`src/rtl/dac_wr_pkg.sv`:
```
package dac_wr_pkg;

  typedef enum logic [2:0] {
    ST_IDLE  = 3'd0,
    ST_SETUP = 3'd1,
    ST_HIGH  = 3'd2,
    ST_LOW   = 3'd3,
    ST_HOLD  = 3'd4,
    ST_GAP   = 3'd5
  } wr_state_t;

  // nanoseconds to whole system cycles, rounded up, never below one
  function automatic int ns_to_cyc(input int ns, input int mhz);
    int c;
    c = (ns * mhz + 999) / 1000;
    return (c < 1) ? 1 : c;
  endfunction

  function automatic int max3(input int a, input int b, input int c);
    int m;
    m = (a > b) ? a : b;
    return (m > c) ? m : c;
  endfunction

endpackage

```
`src/rtl/dac_wr_pwrup.sv`:
```
module dac_wr_pwrup #(
  parameter int WAIT_CYC = 2000
) (
  input  logic clk,
  input  logic rst,
  output logic up_ok
);
  localparam int CW = $clog2(WAIT_CYC + 1);
  localparam logic [CW-1:0] LIMIT = CW'(WAIT_CYC);

  logic [CW-1:0] cnt;

  always_ff @(posedge clk) begin
    if (rst)               cnt <= '0;
    else if (cnt != LIMIT) cnt <= cnt + 1'b1;
  end

  assign up_ok = (cnt == LIMIT);
endmodule

```
`src/rtl/dac_wr_timer.sv`:
```
module dac_wr_timer #(
  parameter int W = 8
) (
  input  logic         clk,
  input  logic         rst,
  input  logic         load,
  input  logic [W-1:0] load_val,
  output logic         expired
);
  logic [W-1:0] cnt;

  always_ff @(posedge clk) begin
    if (rst)              cnt <= '0;
    else if (load)        cnt <= load_val;
    else if (cnt != '0)   cnt <= cnt - 1'b1;
  end

  assign expired = (cnt == '0);
endmodule

```
`src/rtl/dac_wr_shifter.sv`:
```
module dac_wr_shifter #(
  parameter int DW = 16
) (
  input  logic          clk,
  input  logic          rst,
  input  logic          load,
  input  logic [DW-1:0] load_word,
  input  logic          shift,
  output logic          msb
);
  logic [DW-1:0] sreg;

  always_ff @(posedge clk) begin
    if (rst)        sreg <= '0;
    else if (load)  sreg <= load_word;
    else if (shift) sreg <= {sreg[DW-2:0], 1'b0};
  end

  assign msb = sreg[DW-1];
endmodule

```
`src/rtl/dac_wr_ctrl.sv`:
```
module dac_wr_ctrl
  import dac_wr_pkg::*;
#(
  parameter int DW           = 16,
  parameter int CLK_MHZ      = 100,
  parameter int SCLK_MAX_MHZ = 10,
  parameter int T_PULSE_NS   = 45,
  parameter int T_CSS_NS     = 45,
  parameter int T_CSH_NS     = 45,
  parameter int T_DS_NS      = 40,
  parameter int T_PWRUP_NS   = 20000
) (
  input  logic          clk,
  input  logic          rst,
  input  logic          wr_valid,
  output logic          wr_ready,
  input  logic [DW-1:0] wr_code,
  output logic          busy,
  output logic          done,
  output logic          dac_cs_n,
  output logic          dac_sclk,
  output logic          dac_sdo
);
  localparam int HALF_NS  = (500 + SCLK_MAX_MHZ - 1) / SCLK_MAX_MHZ;
  localparam int HALF_CYC = max3(ns_to_cyc(T_PULSE_NS, CLK_MHZ),
                                 ns_to_cyc(HALF_NS, CLK_MHZ),
                                 ns_to_cyc(T_DS_NS, CLK_MHZ));
  localparam int SET_CYC  = ns_to_cyc(T_CSS_NS, CLK_MHZ);
  localparam int HLD_CYC  = ns_to_cyc(T_CSH_NS, CLK_MHZ);
  localparam int GAP_CYC  = HALF_CYC;
  localparam int PWR_CYC  = ns_to_cyc(T_PWRUP_NS, CLK_MHZ);
  localparam int TMAX     = max3(HALF_CYC, SET_CYC, HLD_CYC);
  localparam int TW       = $clog2(TMAX + 1);
  localparam int BW       = $clog2(DW);

  localparam logic [TW-1:0] LD_HALF = TW'(HALF_CYC - 1);
  localparam logic [TW-1:0] LD_SET  = TW'(SET_CYC - 1);
  localparam logic [TW-1:0] LD_HLD  = TW'(HLD_CYC - 1);
  localparam logic [TW-1:0] LD_GAP  = TW'(GAP_CYC - 1);
  localparam logic [BW-1:0] LAST_BIT = BW'(DW - 1);

  wr_state_t     st;
  logic          up_ok, t_exp, t_load, accept, sh_shift, last_bit;
  logic [TW-1:0] t_val;
  logic [BW-1:0] bits_left;

  assign wr_ready = (st == ST_IDLE) && up_ok;
  assign accept   = wr_valid && wr_ready;
  assign busy     = (st != ST_IDLE);
  assign last_bit = (bits_left == '0);

  dac_wr_pwrup #(.WAIT_CYC(PWR_CYC)) u_pwrup (
    .clk   (clk),
    .rst   (rst),
    .up_ok (up_ok)
  );

  dac_wr_timer #(.W(TW)) u_timer (
    .clk      (clk),
    .rst      (rst),
    .load     (t_load),
    .load_val (t_val),
    .expired  (t_exp)
  );

  dac_wr_shifter #(.DW(DW)) u_shift (
    .clk       (clk),
    .rst       (rst),
    .load      (accept),
    .load_word (wr_code),
    .shift     (sh_shift),
    .msb       (dac_sdo)
  );

  // next interval to time, chosen by the phase that is ending
  always_comb begin
    t_load   = 1'b0;
    t_val    = '0;
    sh_shift = 1'b0;
    unique case (st)
      ST_IDLE: begin
        t_load = accept;
        t_val  = LD_SET;
      end
      ST_SETUP: begin
        t_load = t_exp;
        t_val  = LD_HALF;
      end
      ST_HIGH: begin
        t_load   = t_exp;
        t_val    = last_bit ? LD_HLD : LD_HALF;
        sh_shift = t_exp && !last_bit;
      end
      ST_LOW: begin
        t_load = t_exp;
        t_val  = LD_HALF;
      end
      ST_HOLD: begin
        t_load   = t_exp;
        t_val    = LD_GAP;
        sh_shift = t_exp;
      end
      ST_GAP: begin
        t_load = 1'b0;
        t_val  = '0;
      end
      default: begin
        t_load = 1'b0;
        t_val  = '0;
      end
    endcase
  end

  always_ff @(posedge clk) begin
    if (rst) begin
      st        <= ST_IDLE;
      dac_cs_n  <= 1'b1;
      dac_sclk  <= 1'b0;
      done      <= 1'b0;
      bits_left <= '0;
    end else begin
      done <= 1'b0;
      unique case (st)
        ST_IDLE: if (accept) begin
          dac_cs_n <= 1'b0;
          st       <= ST_SETUP;
        end
        ST_SETUP: if (t_exp) begin
          dac_sclk  <= 1'b1;
          bits_left <= LAST_BIT;
          st        <= ST_HIGH;
        end
        ST_HIGH: if (t_exp) begin
          dac_sclk <= 1'b0;
          if (last_bit) st <= ST_HOLD;
          else begin
            bits_left <= bits_left - 1'b1;
            st        <= ST_LOW;
          end
        end
        ST_LOW: if (t_exp) begin
          dac_sclk <= 1'b1;
          st       <= ST_HIGH;
        end
        ST_HOLD: if (t_exp) begin
          dac_cs_n <= 1'b1;
          done     <= 1'b1;
          st       <= ST_GAP;
        end
        ST_GAP: if (t_exp) st <= ST_IDLE;
        default: st <= ST_IDLE;
      endcase
    end
  end
endmodule

```
`config.mk`:
```
export PLATFORM = sky130hd
export DESIGN_NAME = dac_wr_ctrl
export DESIGN_NICKNAME = d
export VERILOG_FILES = /design/src/rtl/dac_wr_pkg.sv /design/src/rtl/dac_wr_pwrup.sv /design/src/rtl/dac_wr_timer.sv /design/src/rtl/dac_wr_shifter.sv /design/src/rtl/dac_wr_ctrl.sv
export SDC_FILE = /design/constraint.sdc
export NUM_CORES = 1
export LEC_CHECK = 0
export CAP_MARGIN = 20
export CORE_UTILIZATION = 55
export CTS_CLUSTER_DIAMETER = 80
export DETAILED_ROUTE_END_ITERATION = 8
export GPL_TIMING_DRIVEN = 0
export PLACE_DENSITY_LB_ADDON = 0.15
export SLEW_MARGIN = 20
export SYNTH_ARGS = -nofsm -noshare
export SYNTH_HDL_FRONTEND = slang
export SYNTH_SLANG_ARGS = --single-unit
```
`constraint.sdc`:
```
create_clock -name clk -period 2.2 [get_ports clk]
set_input_delay 0.44 -clock clk [delete_from_list [all_inputs] [get_ports clk]]
set_output_delay 0.44 -clock clk [all_outputs]
set_load 0.01 [all_outputs]
```
==> results_dict.tcl <==
set metrics [dict create \
    overflow 0 \
    wl_per_cell_um 13.8 \
    ioPinCount 25 \
    ys_seq_elements 40 \
    cp_max_fo 9 \
    arrival_ns 1.67 \
    dpl.hpwl_um 2960 \
    drtPass1Iterations 4 \
    ir_drop_v 0.000432 \
    cts_buffer_depth 2 \
    antenna_found_initial 0 \
    min_path_cells 2 \
    max_freq_mhz 474 \
    fin_ws_ns 0.0896 \
    final_util_pct 69.6 \
    antenna-diode-count 0 \
    synth_area_leaders "dfxtp_1 40%, a21oi_1 6.0%, a31oi_1 5.6%" \
    die_h_um 62.4 \
    slew_headroom_pct 66.8 \
    yosysTopAreaCellShare_pct 40.0 \
    cts_sinks 40 \
    start_kind "flop" \
    drt-total-wl_um 4290 \
    clkTransAtPathRegs_ns 0.12 \
    synth_edf_count 0 \
    dieArea_um2 3890 \
    synthArstFlopShare_pct 0 \
    yosys.area.top_type "dfxtp_1" \
    setup_viol 0 \
    post-synth-top-count-cell "dfxtp_1" \
    stdcell_count 310 \
    root_buffer "clkbuf_4" \
    cts_tree "yes" \
    cts_buffers 5 \
    max_slew.worst_pin.slew_ns 0.498 \
    via_per_inst 5.78 \
    tns_ns 0 \
    skew_ns 0.0106 \
    synth.lib_cells_used.distinct 49 \
    p_leak_nw 0.818 \
    portBuffers 23 \
    dp.cells 304 \
    power_density_nw_per_um2 692 \
    fin_nets 288 \
    criticalPathCategory "reg2out" \
    period_needed_ns 2.11 \
    place.gp.congestion 0.804 \
    drc 0 \
    total_power_w 0.00164 \
    max_cap_viol_count 0 \
    reg2reg_depth 7 \
    rows 21 \
    final_layout_size_suffix_gt1_share_pct 9.85 \
    avgSynthCellArea_um2 8.52 \
    drt_iter0_drc 109 \
    grt_pass1_wl_um 7160 \
    hp-class "reg2reg" \
    status "complete, no violations" \
    hold_viol 0 \
    rsz0062_at_grt "no" \
    start_util_pct 58.6 \
    htree_num_levels 2 \
    synth.net_count 259 \
    cp-end-kind "output pin" \
    vias 1793 \
    drtAntennaViolNets 0 \
    synth_ff_type "dfxtp_1" \
    synth.cell_area_um2 2000 \
    synth_cells 235 \
    dp_slack_ns -0.0216 \
    grt_max_degree 12 \
    synth_seq_area_share_pct 40.0 \
    area_growth_pct 18.6 \
    insertion_delay_ns 0.36 \
    drv_slew 0 \
    gr-usage-all-layers_pct 23.5 \
    critPathRequiredTime_ns 1.76 \
    fin_crit_sh_pct 95.9 \
    grt_pass1_vias 1609 \
    core-area_um2 3420 \
    synth_common_cells "40 x dfxtp_1, 24 x a21oi_1, 18 x a31oi_1" \
    die_x_um 62.4 \
    yosysWarnings 0 \
]
-- registers in the layout (all words and copies together), names as in the netlist --
signal and flops:
u_timer.cnt 3, dac_cs_n 1, st 3, u_shift.sreg 16, u_pwrup.cnt 11, done 1, bits_left 4, dac_sclk 1
-- path summary, 6_finish.rpt --
kind                          from          endpoint  slack (ns)
setup / recovery             st[0]          wr_ready        0.09
hold / removal    u_shift.sreg[12]  u_shift.sreg[12]        0.48
setup reg to reg    u_timer.cnt[0]  u_shift.sreg[14]        0.20
hold reg to reg   u_shift.sreg[12]  u_shift.sreg[12]        0.48
-- metrics by stage --
stage | instance area [um^2] | hold WS, ns
finish | 2380 | 0.482
global route | 2380 | 0.493
CTS | 2360 | 0.476
detailed placement | 2290 | 0.466
global placement | 2290 | 0.458
floorplan | 2000 | 0.447
-- layer usage --
layer | share of wire (%) | wire length [um] | track usage (%) | up-vias
met5 | 0 | 0 | 0 | -
met4 | 0.91 | 39 | 9.59 | 0
met3 | 4.9 | 209 | 4.96 | 6
met2 | 45 | 1930 | 38.2 | 50
met1 | 49 | 2110 | 30.3 | 825
li1 | - | - | - | 912
-- kinds of logic (layout without fill, tap and decap cells) --
family	after synthesis	count (layout)	share of synthesized area, %
AO/OA/AOI/OAI	88	88	28.5
XOR/XNOR	9	9	3.94
adder cells (fa/ha/maj)	5	5	3.12
buffers and inverters	25	54	5.68
flip-flops	40	40	40.0
multiplexers	1	1	0.500
AND/OR/NAND/NOR	67	67	18.3
-- power breakdown --
group | switching (W) | internal (W)
Combinational | 0.000301 | 0.000141
Sequential | 0.0000227 | 0.000757
Clock | 0.000241 | 0.000181
-- cell usage in the layout, fill, tap and decap left out, types with 2 or more instances in the layout --
| cell | count |
|---|---|
| nand2_1 | 9 |
| a31oi_1 | 18 |
| nand4_1 | 3 |
| and3_1 | 3 |
| nor3_1 | 4 |
| or2_2 | 2 |
| clkbuf_8 | 2 |
| xnor2_1 | 3 |
| dlygate4sd2_1 | 2 |
| inv_1 | 7 |
| buf_2 | 6 |
| clkbuf_1 | 8 |
| clkbuf_4 | 5 |
| nand2b_1 | 6 |
| dfxtp_1 | 39 |
| and2_1 | 2 |
| a21oi_1 | 24 |
| ha_1 | 5 |
| nand3_1 | 7 |
| clkdlybuf4s50_1 | 21 |
| o21bai_1 | 14 |
| a211oi_1 | 2 |
| a221o_1 | 2 |
| xor2_1 | 6 |
| a311oi_1 | 2 |
| nor3b_2 | 2 |
| nor2_1 | 16 |
| o211ai_1 | 3 |
| o21ai_0 | 15 |
| or3_1 | 2 |
-- timing repair --
item	CTS	global route
setup endpoints to repair	2	11
buffers inserted	0	0
endpoints found under the hold margin	0	0
resized for setup	3	5
pin swaps	0	0
hold buffers	0	0
-- critical path, cell delays in order, from the launching register on --
cell and delay (ns):
dfxtp_1 0.32, buf_2 0.16, or3_1 0.44, nor2_1 0.12
dlygate4sd2_1 0.27
-- area by class of cell --
| type | instances | area, um^2 |
|---|---|---|
| Fill cell | 286 | 1040 |
| Tap cell | 46 | 57.6 |
| Timing Repair Buffer | 23 | 228 |
| Clock buffer | 7 | 65.1 |
| Buffer | 17 | 83.8 |
| Inverter | 7 | 26.3 |
| Multi-Input combinational cell | 170 | 1110 |
| Sequential cell | 40 | 802 |
No activity file was read; power rests on OpenSTA's default activity.
